### src/rtl/lmad_pkg.sv
package lmad_pkg;

    // Decoded meaning of a segment attribute
    typedef enum logic [1:0] {
        SEG_PCI = 2'd0,
        SEG_RO  = 2'd1,
        SEG_RW  = 2'd2
    } seg_map_e;

    // Remap controller states
    typedef enum logic {
        ST_READY = 1'b0,
        ST_REMAP = 1'b1
    } remap_st_e;

    // Attribute field code -> segment meaning
    function automatic seg_map_e attr_to_map(input logic [1:0] code);
        seg_map_e m;
        unique case (code)
            2'd3:    m = SEG_RW;
            2'd1:    m = SEG_RO;
            default: m = SEG_PCI;
        endcase
        return m;
    endfunction

endpackage

### src/rtl/lmad_cfg_regs.sv
module lmad_cfg_regs #(
    parameter int CFG_AW     = 8,
    parameter int ATTR_BASE  = 'h59,
    parameter int ATTR_BYTES = 7,
    parameter int SMRAM_OFS  = 'h72,
    parameter int SMRAM_RST  = 'h02
) (
    input  logic                          clk,
    input  logic                          rst_n,
    input  logic                          we,
    input  logic [CFG_AW-1:0]             addr,
    input  logic [7:0]                    wdata,
    output logic [ATTR_BYTES-1:0][7:0]    attr_q,
    output logic [7:0]                    smram_q,
    output logic                          touched
);
    localparam logic [CFG_AW-1:0] A_LO = CFG_AW'(ATTR_BASE);
    localparam logic [CFG_AW-1:0] A_HI = CFG_AW'(ATTR_BASE + ATTR_BYTES - 1);
    localparam logic [CFG_AW-1:0] S_AD = CFG_AW'(SMRAM_OFS);

    always_ff @(posedge clk) begin
        if (!rst_n) begin
            attr_q  <= '0;
            smram_q <= 8'(SMRAM_RST);
        end else if (we) begin
            for (int b = 0; b < ATTR_BYTES; b++) begin
                if (addr == CFG_AW'(ATTR_BASE + b))
                    attr_q[b] <= wdata;
            end
            if (addr == S_AD)
                smram_q <= wdata;
        end
    end

    // A write that can change the map
    assign touched = we && (((addr >= A_LO) && (addr <= A_HI)) || (addr == S_AD));

endmodule

### src/rtl/lmad_map_build.sv
module lmad_map_build
    import lmad_pkg::*;
#(
    parameter int N_EXP_SEG  = 12,
    parameter int ATTR_BYTES = 7,
    parameter int N_SEG      = N_EXP_SEG + 1
) (
    input  logic [ATTR_BYTES-1:0][7:0] attr,
    input  logic [7:0]                 smram,
    input  logic                       smm,
    output logic [N_SEG-1:0][1:0]      seg_map,
    output logic                       win_open
);
    localparam int OPEN_BIT = 6;
    localparam int SMM_BIT  = 3;

    // Top 64 KiB segment: bits [5:4] of the first attribute byte
    assign seg_map[0] = attr_to_map(attr[0][5:4]);

    // Expansion segments: two per byte, even in low nibble, odd in high
    for (genvar i = 0; i < N_EXP_SEG; i++) begin : g_seg
        localparam int BI = 1 + i / 2;
        logic [1:0] code;
        if ((i % 2) == 0) begin : g_even
            assign code = attr[BI][1:0];
        end else begin : g_odd
            assign code = attr[BI][5:4];
        end
        assign seg_map[i+1] = attr_to_map(code);
    end

    assign win_open = smram[OPEN_BIT] | (smm & smram[SMM_BIT]);

    logic unused_fold;
    assign unused_fold = ^{attr, smram};

endmodule

### src/rtl/lmad_remap_fsm.sv
module lmad_remap_fsm
    import lmad_pkg::*;
#(
    parameter int N_SEG = 13
) (
    input  logic                  clk,
    input  logic                  rst_n,
    input  logic                  trig,
    input  logic [N_SEG-1:0][1:0] next_map,
    input  logic                  next_open,
    output logic [N_SEG-1:0][1:0] cur_map,
    output logic                  cur_open
);
    remap_st_e st_q, st_d;
    logic      load;

    // State register
    always_ff @(posedge clk) begin
        if (!rst_n) st_q <= ST_READY;
        else        st_q <= st_d;
    end

    // Next state and load strobe
    always_comb begin
        st_d = st_q;
        load = 1'b0;
        unique case (st_q)
            ST_READY: begin
                if (trig) st_d = ST_REMAP;
            end
            ST_REMAP: begin
                load = 1'b1;
                st_d = trig ? ST_REMAP : ST_READY;
            end
            default: st_d = ST_READY;
        endcase
    end

    // Shadow map, consistent with reset configuration
    always_ff @(posedge clk) begin
        if (!rst_n) begin
            for (int s = 0; s < N_SEG; s++) cur_map[s] <= SEG_PCI;
            cur_open <= 1'b0;
        end else if (load) begin
            cur_map  <= next_map;
            cur_open <= next_open;
        end
    end

endmodule

### src/rtl/lmad_addr_dec.sv
module lmad_addr_dec
    import lmad_pkg::*;
#(
    parameter int N_EXP_SEG = 12,
    parameter int N_SEG     = N_EXP_SEG + 1,
    parameter int AW        = 20
) (
    input  logic                  clk,
    input  logic                  rst_n,
    input  logic                  acc_valid,
    input  logic [AW-1:0]         acc_addr,
    input  logic                  acc_write,
    input  logic [N_SEG-1:0][1:0] cur_map,
    input  logic                  cur_open,
    output logic                  rsp_valid,
    output logic                  rsp_dram,
    output logic                  rsp_pci,
    output logic                  rsp_drop
);
    logic       in_hi, in_exp, in_win;
    logic [3:0] idx;
    logic [1:0] mode;
    logic       d_dram, d_pci, d_drop;

    assign in_hi  = (acc_addr[19:16] == 4'hF);
    assign in_exp = (acc_addr[19:18] == 2'b11) && !in_hi;
    assign in_win = (acc_addr[19:17] == 3'b101);
    assign idx    = acc_addr[17:14];

    always_comb begin
        mode = SEG_PCI;
        if (in_hi) begin
            mode = cur_map[0];
        end else if (in_exp) begin
            for (int s = 0; s < N_EXP_SEG; s++)
                if (idx == 4'(s)) mode = cur_map[s+1];
        end
    end

    always_comb begin
        d_dram = 1'b0;
        d_pci  = 1'b0;
        d_drop = 1'b0;
        if (in_win) begin
            d_dram = cur_open;
            d_pci  = !cur_open;
        end else if (in_hi || in_exp) begin
            unique case (mode)
                SEG_RW:  d_dram = 1'b1;
                SEG_RO: begin
                    d_drop = acc_write;
                    d_dram = !acc_write;
                end
                default: d_pci = 1'b1;
            endcase
        end else begin
            d_dram = 1'b1;
        end
    end

    always_ff @(posedge clk) begin
        if (!rst_n) begin
            rsp_valid <= 1'b0;
            rsp_dram  <= 1'b0;
            rsp_pci   <= 1'b0;
            rsp_drop  <= 1'b0;
        end else begin
            rsp_valid <= acc_valid;
            rsp_dram  <= acc_valid & d_dram;
            rsp_pci   <= acc_valid & d_pci;
            rsp_drop  <= acc_valid & d_drop;
        end
    end

    logic unused_low;
    assign unused_low = ^acc_addr[13:0];

endmodule

### src/rtl/lmad_top.sv
module lmad_top
    import lmad_pkg::*;
#(
    parameter int CFG_AW    = 8,
    parameter int N_EXP_SEG = 12,
    parameter int ATTR_BASE = 'h59,
    parameter int SMRAM_OFS = 'h72,
    parameter int SMRAM_RST = 'h02
) (
    input  logic              clk,
    input  logic              rst_n,
    input  logic              cfg_we,
    input  logic [CFG_AW-1:0] cfg_addr,
    input  logic [7:0]        cfg_wdata,
    input  logic              smm_active,
    input  logic              acc_valid,
    input  logic [19:0]       acc_addr,
    input  logic              acc_write,
    output logic              rsp_valid,
    output logic              rsp_dram,
    output logic              rsp_pci,
    output logic              rsp_drop
);
    localparam int N_SEG      = N_EXP_SEG + 1;
    localparam int ATTR_BYTES = 1 + (N_EXP_SEG + 1) / 2;

    logic [ATTR_BYTES-1:0][7:0] attr_q;
    logic [7:0]                 smram_q;
    logic                       cfg_touch;
    logic                       smm_q;
    logic [N_SEG-1:0][1:0]      nxt_map, cur_map;
    logic                       nxt_open, cur_open;

    lmad_cfg_regs #(
        .CFG_AW(CFG_AW), .ATTR_BASE(ATTR_BASE), .ATTR_BYTES(ATTR_BYTES),
        .SMRAM_OFS(SMRAM_OFS), .SMRAM_RST(SMRAM_RST)
    ) u_regs (
        .clk(clk), .rst_n(rst_n), .we(cfg_we), .addr(cfg_addr),
        .wdata(cfg_wdata), .attr_q(attr_q), .smram_q(smram_q),
        .touched(cfg_touch)
    );

    always_ff @(posedge clk) begin
        if (!rst_n) smm_q <= 1'b0;
        else        smm_q <= smm_active;
    end

    lmad_map_build #(
        .N_EXP_SEG(N_EXP_SEG), .ATTR_BYTES(ATTR_BYTES), .N_SEG(N_SEG)
    ) u_build (
        .attr(attr_q), .smram(smram_q), .smm(smm_q),
        .seg_map(nxt_map), .win_open(nxt_open)
    );

    lmad_remap_fsm #(.N_SEG(N_SEG)) u_fsm (
        .clk(clk), .rst_n(rst_n),
        .trig(cfg_touch | (smm_active ^ smm_q)),
        .next_map(nxt_map), .next_open(nxt_open),
        .cur_map(cur_map), .cur_open(cur_open)
    );

    lmad_addr_dec #(.N_EXP_SEG(N_EXP_SEG), .N_SEG(N_SEG), .AW(20)) u_dec (
        .clk(clk), .rst_n(rst_n), .acc_valid(acc_valid),
        .acc_addr(acc_addr), .acc_write(acc_write),
        .cur_map(cur_map), .cur_open(cur_open),
        .rsp_valid(rsp_valid), .rsp_dram(rsp_dram),
        .rsp_pci(rsp_pci), .rsp_drop(rsp_drop)
    );

endmodule

### config.mk
export PLATFORM = sky130hd
export DESIGN_NAME = lmad_top
export DESIGN_NICKNAME = d
export VERILOG_FILES = /design/src/rtl/lmad_pkg.sv /design/src/rtl/lmad_cfg_regs.sv /design/src/rtl/lmad_map_build.sv /design/src/rtl/lmad_remap_fsm.sv /design/src/rtl/lmad_addr_dec.sv /design/src/rtl/lmad_top.sv
export SDC_FILE = /design/constraint.sdc
export NUM_CORES = 1
export LEC_CHECK = 0
export BUFFER_PORTS_ARGS = -buffer_cell sky130_fd_sc_hd__buf_4
export CAP_MARGIN = 20
export CORE_AREA = 4 4 100 102
export CTS_CLUSTER_DIAMETER = 150
export CTS_CLUSTER_SIZE = 24
export DETAILED_ROUTE_END_ITERATION = 10
export DIE_AREA = 0 0 104 106
export PLACE_DENSITY = 0.52
export SYNTH_ARGS = -nofsm -noshare
export SYNTH_HDL_FRONTEND = slang
export SYNTH_SLANG_ARGS = --single-unit
### constraint.sdc
create_clock -name clk -period 3.4 [get_ports clk]
set_clock_uncertainty 0.1 [all_clocks]
set_input_delay 0.68 -clock clk [delete_from_list [all_inputs] [get_ports clk]]
set_output_delay 0.68 -clock clk [all_outputs]
set_load 0.005 [all_outputs]
[After elaboration in Yosys (flattened, before gate mapping)]
Cells that the tools add are included.
Storage, ports and cells
  register bits: 82
  bits in latches: 0
  RAM bits: 0
  bits in read-only memories: 0
  logic and storage cells: 143
  memories kept: 0
Operators by class
  $add $sub $neg: 0
  multiply operators: 0
  divide/modulo/power cells: 0
  order comparisons: 2
  equality and inequality tests: 50
  shift-type cells: 0
  mux-type cells: 38
  bitwise logic cells: 7
  reductions and logical operators: 18
Operator list (count)
  $eq A8 B7 Y1 const B: 8
  $pmux W2 S2: 13
  $eq A2 B2 Y1 const B: 15
  $eq A2 B1 Y1 const B: 14
  $mux W2: 14
  $eq A4 B4 Y1 const B: 5
  $eq A4 B3 Y1 const B: 4
  $reduce_and A2 Y1: 8
  $mux W1: 10
  $eq A4 B2 Y1 const B: 2
  $ge A8 B7 Y1 const B: 1
  $le A8 B7 Y1 const B: 1
  $and A1 B1 Y1: 4
  $eq A4 B1 Y1 const B: 1
  $logic_not A4 Y1: 1
  $eq A3 B3 Y1 const B: 1
  $logic_and A1 B1 Y1: 3
  $logic_not A1 Y1: 3
  $logic_or A1 B1 Y1: 2
  $or A1 B1 Y1: 2
  $pmux W1 S2: 1
  $reduce_or A2 Y1: 1
  $xor A1 B1 Y1: 1

[Longest topological paths before layout]
  word-level depth: 21
  gate-level depth with buffers: 11
  depth with buffers taken out: 10

[Cells and area by module]
Synthesis repeated with hierarchy kept, for this count alone.
Unflattened totals
  cells, all modules: 416
  area, all modules: 4237.8 um^2
By module, submodules not included
  lmad_cfg_regs: times used 1, cells each 233, area each 2431.1 um^2, seq. area each 1281.2 um^2
  lmad_remap_fsm: times used 1, cells each 88, area each 1064.8 um^2, seq. area each 560.5 um^2
  lmad_addr_dec: times used 1, cells each 64, area each 529.3 um^2, seq. area each 80.1 um^2
  lmad_map_build: times used 1, cells each 27, area each 170.2 um^2, seq. area each 0.0 um^2
  lmad_top: times used 1, cells each 4, area each 42.5 um^2, seq. area each 20.0 um^2

[Worst setup path after synthesis]
OpenSTA, ideal clock, no wires.
  kind: input to register
  start: input port acc_addr[16]
  end: register u_dec.rsp_dram
  library setup time: 0.070 ns
  arrival: 2.428 ns
  data required time: 3.230 ns
  slack: 0.802 ns
  cell stages on the path: 10
  cell sequence: clkbuf_1 -> nor2_1 -> a22oi_1 -> o21ai_0 -> a221o_1 -> and4_1 -> ha_1 -> o21ai_0 -> nand2b_1 -> a21oi_1
Between the ends
  cells in the longest elaborated chain, start to end: 20
  elaborated cells on any way between the ends: 36
  classes of those cells: 14 x eq/ne; 17 x mux; 1 x bitwise; 4 x reduce/logical
Ends and longest elaborated chain
  start, declared: RTL line lmad_top.sv:17  | input logic [19:0] acc_addr,
  $logic_not A4 Y1: RTL line lmad_addr_dec.sv:36  | if (idx == 4'(s)) mode = cur_map[s+1];
  $mux W2 (12 in series): RTL line lmad_addr_dec.sv:36
  $mux W2: RTL line lmad_addr_dec.sv:34  | end else if (in_exp) begin
  $mux W2: RTL line lmad_addr_dec.sv:32  | if (in_hi) begin
  $eq A2 B1 Y1 / $eq A2 B2 Y1 (equally long branches): RTL line lmad_addr_dec.sv:48  | unique case (mode)
  $pmux W1 S2: RTL line lmad_addr_dec.sv:48
  $mux W1 (*): RTL line lmad_addr_dec.sv:47  | end else if (in_hi || in_exp) begin
  $mux W1 (*): RTL line lmad_addr_dec.sv:44  | if (in_win) begin
  $and A1 B1 Y1 (*): RTL line lmad_addr_dec.sv:69  | rsp_dram <= acc_valid & d_dram;
  end signal, assigned: RTL line lmad_addr_dec.sv:69
  end, declared: RTL line lmad_addr_dec.sv:16  | output logic rsp_dram,
Mark *: on every way between the ends. The rest lies on a longest branch, timed or not.
A chain may end at the register's enable or synchronous reset.

[Worst setup path in the final report]
  start: input port acc_addr[15]
  end: register u_dec.rsp_dram
Between the ends
  cells in the longest elaborated chain, start to end: 20
  elaborated cells on any way between the ends: 32
  classes of those cells: 13 x eq/ne; 17 x mux; 1 x bitwise; 1 x reduce/logical
Ends and longest elaborated chain (RTL line)
  $logic_not A4 Y1: lmad_addr_dec.sv:36
  $mux W2 (11 in series): lmad_addr_dec.sv:36
  $mux W2 (*): lmad_addr_dec.sv:36
  $mux W2 (*): lmad_addr_dec.sv:34
  $mux W2 (*): lmad_addr_dec.sv:32
  $eq A2 B1 Y1 / $eq A2 B2 Y1 (equally long branches): lmad_addr_dec.sv:48
  $pmux W1 S2 (*): lmad_addr_dec.sv:48
  $mux W1 (*): lmad_addr_dec.sv:47
  $mux W1 (*): lmad_addr_dec.sv:44
  $and A1 B1 Y1 (*): lmad_addr_dec.sv:69
Marks and branches as above.

==> impl_results.md <==
* Total CTS buffers at 9
* Result of the run: finished clean
* Clk Latency, worst-skew pair at 330 ps
* Top-level port count at 46
* Max VDD drop at 0.000225 V
* Net Count, Synth at 327
* Area delta synth->final at 20.3%
* Largest net degree at the start of global routing at 56
* Top cell by count, worst path: o21ai_0
* Power Density at 501 nW/um2
* Crit path time final at 2350 ps
* DRC Markers at 0
* GPL Wtd Cong at 0.732
* Clock power share at 0.486
* Synth Register Bits at 61
* WP data required at 3570 ps
* Root Buffer: clkbuf_8
* Gr usage total at 0.110
* Wirelength per Cell at 13.5 um
* Maximum capacitance violations at 0
* Post-route ant nets at 0
* Final Cycle Share at 0.690
* Syn_area_per_cell at 9.39 um2
* Final Hold Slack at 369 ps
* Vias in the first global route at 1910
* Drt first pass iters at 4
* Worst setup EP type: flop
* Max Slew Vio Count at 0
* Final WL at 5710 um
* Lkg Pwr at 1.26 nW
* CP peak stage delay at 350 ps
* Internal power contribution at 1.27 mW
* Fin cells at 422
* Vias per std cell at 4.85
* Die height at 106 um
* Commonest non-fill, non-tap cell in the layout: dfxtp_1
* Yosys Warn Count at 0
* CTS sink cnt at 61
* Hold WC Path Type: flop to flop
* Cells after Synth at 283
* Endpoints failing setup at 0
* Ant diodes at 0
* CP cell instances: buf_4 -> mux2i_1 -> o22a_1 -> o21ai_0 -> a221o_1 -> and4_1 -> ha_1 -> o21ai_0 -> nand2b_1 -> a21oi_1
* GRT overflow at 0
* Fin nets at 350
* Cell Area, Synth at 2660 um2
* Dpl hpwl at 3940 um
* Sequential-to-total area share from yosys stat at 0.460
* Most frequent cells in the layout: dfxtp_1, a21oi_1, mux2i_1
* DR iter-0 viols at 82
* Placed Cells at 406
* Clock transition at the registers of the reported paths at 70 ps
* Resized Gates After CTS at 0
* Fin. Hold Viols at 0
* H-tree lvl count at 3
* Cts hold-fix bufs at 0
* RSZ-0062 raised after global routing: false
* Switching Fraction at 0.206
* Setup TNS at 0 ps
* Slew @ Worst Pin at 923 ps
* Core Area at 9110 um2
* CP max stage cell: a221o_1
* Fmax at 426 MHz
* Via count at 2048
* Post-CTS setup buffers at 0
* Die ar. at 11000 um2
* Psw at 0.329 mW
* Max FO, Critical Path at 13
* Slew Limit Headroom at 0.384
* Sequential share of power at 0.451
* PortBufs at 29
* Max Buffers Root-to-Sink at 2
* Synth cell types at 34
* Layout cells sized above 1 at 0.164
* First-pass GRT wire length at 9650 um
* Startpoint types: primary input
* Antenna violations before repair at 0
* Crit path arrival time at 2510 ps
* FP Rows at 35
* CTS tree: built
* Starting Density at 0.292
* Crit Path Class: primary input to flop
* Die width at 104 um
* Logic pwr share at 0.063
==> final timing paths <==
kind,start,to,slack [ps],cells after the start
setup / recovery,acc_addr[15],u_dec.rsp_dram$_SDFF_PN0_,1050,10
hold / removal,u_fsm.cur_map[0]$_SDFFE_PN0P_,u_fsm.cur_map[0]$_SDFFE_PN0P_,370,2
setup reg to reg,u_fsm.cur_map[22]$_SDFFE_PN0P_,u_dec.rsp_dram$_SDFF_PN0_,1360,8
hold reg to reg,u_fsm.cur_map[0]$_SDFFE_PN0P_,u_fsm.cur_map[0]$_SDFFE_PN0P_,370,2
==> kinds of logic (layout without fill, tap and decap cells) <==
| family | Yosys count | count (layout) | share of synthesized area |
|---|---|---|---|
| and+or+nand+nor | 113 | 113 | 0.248 |
| DFF | 61 | 61 | 0.460 |
| AOI/OAI and AO/OA | 48 | 48 | 0.103 |
| muxes | 36 | 36 | 0.145 |
| buffers and inverters | 22 | 50 | 0.0320 |
| adders and majority gates | 2 | 2 | 0.00942 |
| xor gates and xnor gates | 1 | 1 | 0.00330 |
==> sequential cells by signal (all words and copies together), names as in the netlist <==
| name | flops |
|---|---|
| u_dec.rsp_drop | 1 |
| u_fsm.st_q | 1 |
| u_fsm.cur_map | 26 |
| smm_q | 1 |
| u_regs.smram_q | 2 |
| u_regs.attr_q | 26 |
| u_dec.rsp_valid | 1 |
| u_dec.rsp_dram | 1 |
| u_fsm.cur_open | 1 |
| u_dec.rsp_pci | 1 |
==> power groups by stage <==
stage / sequential, mW / clock [mW] / combinational [mW]
2_1_floorplan: 0.737 / 0 / 0.0575
5_1_grt: 0.721 / 0.836 / 0.112
6_report: 0.721 / 0.777 / 0.101
3_5_place_dp: 0.737 / 0 / 0.103
3_3_place_gp: 0.737 / 0 / 0.101
4_1_cts: 0.721 / 0.804 / 0.102
==> synthesized netlist by cell type (all sizes together) <==
cell	count	area, um2
a21oi	34	170
a221o	2	20.0
a22oi	2	15.0
a31oi	1	6.26
and2	2	12.5
and3	1	6.26
and3b	1	10.0
and4	2	17.5
and4b	1	11.3
buf	1	5.00
clkbuf	18	68.8
dfxtp	61	1220
ha	2	25.0
inv	3	11.3
mux2i	34	340
mux4	2	45.0
nand2	4	15.0
nand2b	28	175
nand3	14	70.1
nand3b	16	120
nand4	4	25.0
nand4b	3	26.3
nor2	31	116
nor3	1	5.00
nor3b	3	22.5
nor4b	1	15.0
o211ai	2	15.0
o21ai	4	20.0
o22a	2	17.5
o311ai	1	8.76
or4b	1	10.0
xnor2	1	8.76
==> critical path: cells and delay by family <==
kind                     cells  cell delay (ps)
AND/OR/NAND/NOR              2              260
AO/OA/AOI/OAI                5              870
buffers and inverters        1              190
multiplexers                 1              210
adder cells (fa/ha/maj)      1              300
==> area by class of cell <==
type,instances,area [um2]
clock buffer,12,145
clock inverter,4,95.1
fill,945,5910
inverter,3,11.3
multi-input combinational,200,1350
sequential,61,1220
tap,111,139
timing repair buffer,31,233
==> through the flow <==
step	setup WS (ps)	power (mW)	area, um2	util
final	1050	1.60	3190	0.351
after global routing	903	1.67	3190	0.351
after CTS	1030	1.63	3190	0.351
after detailed placement	671	0.840	2950	0.324
after global placement	672	0.838	2950	0.324
after floorplan	802	0.794	2660	-
==> per-layer routing <==
| layer | track usage | share of wire |
|---|---|---|
| met1 | 0.153 | 0.52 |
| met2 | 0.154 | 0.42 |
| met5 | 0 | 0 |
| met3 | 0.0419 | 0.050 |
| met4 | 0.0370 | 0.011 |
Power figures use the tool's default switching activity.
